File: config.mk
export PLATFORM = sky130hd
export DESIGN_NAME = mem_access_watchdog
export DESIGN_NICKNAME = d
export VERILOG_FILES = /design/src/rtl/mem_access_watchdog.sv
export SDC_FILE = /design/constraint.sdc
export NUM_CORES = 1
export LEC_CHECK = 0
export CORE_MARGIN = 2
export CORE_UTILIZATION = 40
export DETAILED_ROUTE_END_ITERATION = 7
export PLACE_DENSITY = 0.79
export SYNTH_ARGS = -nofsm -noshare
export SYNTH_HDL_FRONTEND = slang
export SYNTH_SLANG_ARGS = --single-unit
File: constraint.sdc
create_clock -name clk -period 2.6 [get_ports clk]
set_input_delay 0.39 -clock clk [delete_from_list [all_inputs] [get_ports clk]]
set_output_delay 0.39 -clock clk [all_outputs]
set_load 0.01 [all_outputs]
File: src/rtl/mem_access_watchdog.sv
module mem_access_watchdog #(
  parameter int CNT_W = 8
) (
  input  logic             clk,
  input  logic             rst_n,
  input  logic             access_start,
  input  logic             mem_ready,
  input  logic [CNT_W-1:0] reload_val,
  input  logic             flag_clr,
  output logic [CNT_W-1:0] count,
  output logic             wd_flag
);

  localparam logic [CNT_W-1:0] ONE = 1;

  logic busy;

  wire enabled = (reload_val != '0);
  wire expire  = busy && !access_start && !mem_ready && (count == ONE);

  always_ff @(posedge clk or negedge rst_n) begin
    if (!rst_n) begin
      count <= '0;
      busy  <= 1'b0;
    end else if (access_start) begin
      count <= reload_val;
      busy  <= enabled;
    end else if (mem_ready) begin
      count <= reload_val;
      busy  <= 1'b0;
    end else if (busy) begin
      count <= count - ONE;
      if (count == ONE) busy <= 1'b0;
    end
  end

  always_ff @(posedge clk or negedge rst_n) begin
    if (!rst_n)        wd_flag <= 1'b0;
    else if (expire)   wd_flag <= 1'b1;
    else if (flag_clr) wd_flag <= 1'b0;
  end

  a_r2_load: assert property (@(posedge clk) disable iff (!rst_n)
    access_start |=> count == $past(reload_val));

  a_r3_decrement: assert property (@(posedge clk) disable iff (!rst_n)
    busy && !access_start && !mem_ready |=> count == $past(count) - ONE);

  a_r5_hold: assert property (@(posedge clk) disable iff (!rst_n)
    !busy && !access_start && !mem_ready |=> $stable(count));

  a_r6_flag_at_zero: assert property (@(posedge clk) disable iff (!rst_n)
    $rose(wd_flag) |-> count == '0);

  a_r7_sticky: assert property (@(posedge clk) disable iff (!rst_n)
    wd_flag && !flag_clr |=> wd_flag);

  a_r9_busy_nonzero: assert property (@(posedge clk) disable iff (!rst_n)
    busy |-> count != '0);

endmodule

==> results_dict.tcl <==
set metrics [dict create \
    status "finished, final reports clean" \
    grtUsageTotal 0.2054 \
    post_drt_wl_per_cell_um 13.99 \
    most-common-layout-cells "clkdlybuf4s50_1, dfrtp_1, nor2_1" \
    drv_cap 0 \
    powerDensity_mw_per_mm2 513.1 \
    drc 0 \
    via_per_inst 5.474 \
    dp.cells 93 \
    relSlewSlack 0.6811 \
    synth_top_family_by_area "simple AND/OR/NAND/NOR gates" \
    rows 13 \
    hp-class "in -> async" \
    cts_sinks 10 \
    core_area_mm2 0.001285 \
    dr_total_vias 531 \
    postLayoutCellArea_um2 817.0 \
    tns_ps 0 \
    post-place-ws_ps 720.8 \
    grt_pass1_vias 526 \
    rsz0062_at_grt "false" \
    postCtsSetupBuffers 0 \
    gp_congestion 0.7029 \
    antenna_found_initial 0 \
    htreeDepth 1 \
    path_class "reg -> reg" \
    synth-seq-cells 10 \
    synthCells 57 \
    tightest_slew_ps 476.8 \
    start_util 0.4265 \
    synth_edf_count 0 \
    clockBufferDepth 2 \
    finalCritPeriodShare 0.7234 \
    first_pass_iters 4 \
    synth-simple-area-share 0.2489 \
    cp_slowest_cell "or4_4" \
    max_stage_delay_ps 560 \
    clk_pin_slew_ps 70 \
    cellLeakagePower_nw 0.3145 \
    hold_buffers 0 \
    cpLargestDelayFamily "simple AND/OR/NAND/NOR gates" \
    cts_resized 0 \
    grt_max_degree 13 \
    synth_xor_area_frac 0.03196 \
    worst-path-buf-inv 0 \
    fin_crit_ps 1881 \
    portBuffers 21 \
    die_h_um 41.02 \
    final_cells 97 \
    fillers 111 \
    boundaryPins 22 \
    synth_compound_area_frac 0.1689 \
    syn_nets 72 \
    cts_root_buf "clkbuf_4" \
    worstPathRequired_ps 2760 \
    cp-start-kind "flop" \
    power_w 0.0004192 \
    wl_um 1357 \
    syn_to_final_growth_pct 49.09 \
    crit_path_cell_trace "or4_4 > or4b_4 > a32o_1" \
    setup_viol 0 \
    postPlaceCellArea_um2 780.7 \
    clock_skew_ps 0.8714 \
    endpoint_kind "flop" \
    drive_gt1_frac 0.1585 \
    nets 98 \
    gr-total-overflow 0 \
    cts_made_buffers 3 \
    synth-seq-area-share 0.4566 \
    arrival_ps 2040 \
    grt_first_pass_wirelength_um 2139 \
    synth_cell_type_count 23 \
    ys_async_sr_fraction 1.000 \
    synthMuxAreaShare 0.02055 \
    fmax_mhz 531.7 \
    layout_commonest_cell "clkdlybuf4s50_1" \
    seqCellArea_um2 250.2 \
    hold_violations 0 \
    die_w_um 41.02 \
    synth_fa_ha_area_frac 0.04566 \
    ir_drop_mv 0.2143 \
    die_area_mm2 0.001682 \
    dp_hpwl_um 1017 \
    drt_iter0_drc 10 \
    synth-main-ff-cell "dfrtp_1" \
    multi_input_area_um2 282.8 \
    worstPathMaxFanout 8 \
    ant_nets 0 \
    cts_tree "built" \
    syn_area_per_cell_um2 9.614 \
    fin_ws_ps 719.2 \
    synth_area_um2 548.0 \
    antenna_cells 0 \
    clk_latency_ps 270 \
    drv_slew 0 \
    yosysWarnings 0 \
]
==> worst reg2reg max path, stage by stage, from the launching register on <==
cell	delay, ps
dfrtp_1	460
or4_4	560
or4b_4	500
a32o_1	250
==> final cells by class <==
type,instances,area share
repair buffers,22,0.2665
clock buffers,4,0.04441
flip-flops and latches,10,0.3063
multi-input cells,43,0.3461
inverters,3,0.01378
well taps,15,0.02297
==> worst paths after layout <==
kind	endpoint	slack, ps	startpoint	depth (start not counted)
setup / recovery	busy	720	count[2]	3
hold / removal	count[7]	440	rst_n	1
max in group asynchronous	count[1]	1830	rst_n	1
min in group clk	wd_flag	550	wd_flag	2
setup reg to reg	busy	720	count[2]	3
hold reg to reg	wd_flag	550	wd_flag	2
==> logic make-up after synthesis <==
kind of cell / count (synthesis)
AOI/OAI and AO/OA: 15
xor gates and xnor gates: 2
adders and majority gates: 2
buffers and inverters: 4
DFF: 10
muxes: 1
and+or+nand+nor: 23
==> through the flow <==
stage | hold WS (ps) | utilization
2_1_floorplan | 94.41 | -
3_3_place_gp | 520.4 | 0.6076
3_5_place_dp | 550.9 | 0.6076
4_1_cts | 454.1 | 0.6358
5_1_grt | 482.2 | 0.6358
6_report | 443.4 | 0.6358
==> registers in the layout, summed over array words and instances, names as in the netlist <==
name     count
busy         1
wd_flag      1
count        8
==> where the power goes <==
group          switching [W]  internal [W]
Sequential         0.0000165      0.000168
Combinational      0.0000377     0.0000540
Clock              0.0000581     0.0000851
==> routing by layer <==
metal	GRT usage	part of all wire	vias up
li1	-	-	264
met1	0.2458	0.44	244
met2	0.3359	0.48	19
met3	0.03804	0.064	4
met4	0.1250	0.021	0
met5	0	0	-
==> Yosys cell counts, drive strengths merged, types with 2 or more instances <==
cell / number / area, um^2
inv: 3 / 11.26
nand2: 3 / 11.26
a21oi: 3 / 15.01
nor2: 9 / 33.78
or3: 4 / 28.78
ha: 2 / 25.02
dfrtp: 10 / 250.2
nor4: 2 / 12.51
a31oi: 5 / 31.28
o31ai: 2 / 15.01
o21ai: 3 / 15.01
or4: 3 / 27.53
Power figures use the tool's default switching activity.
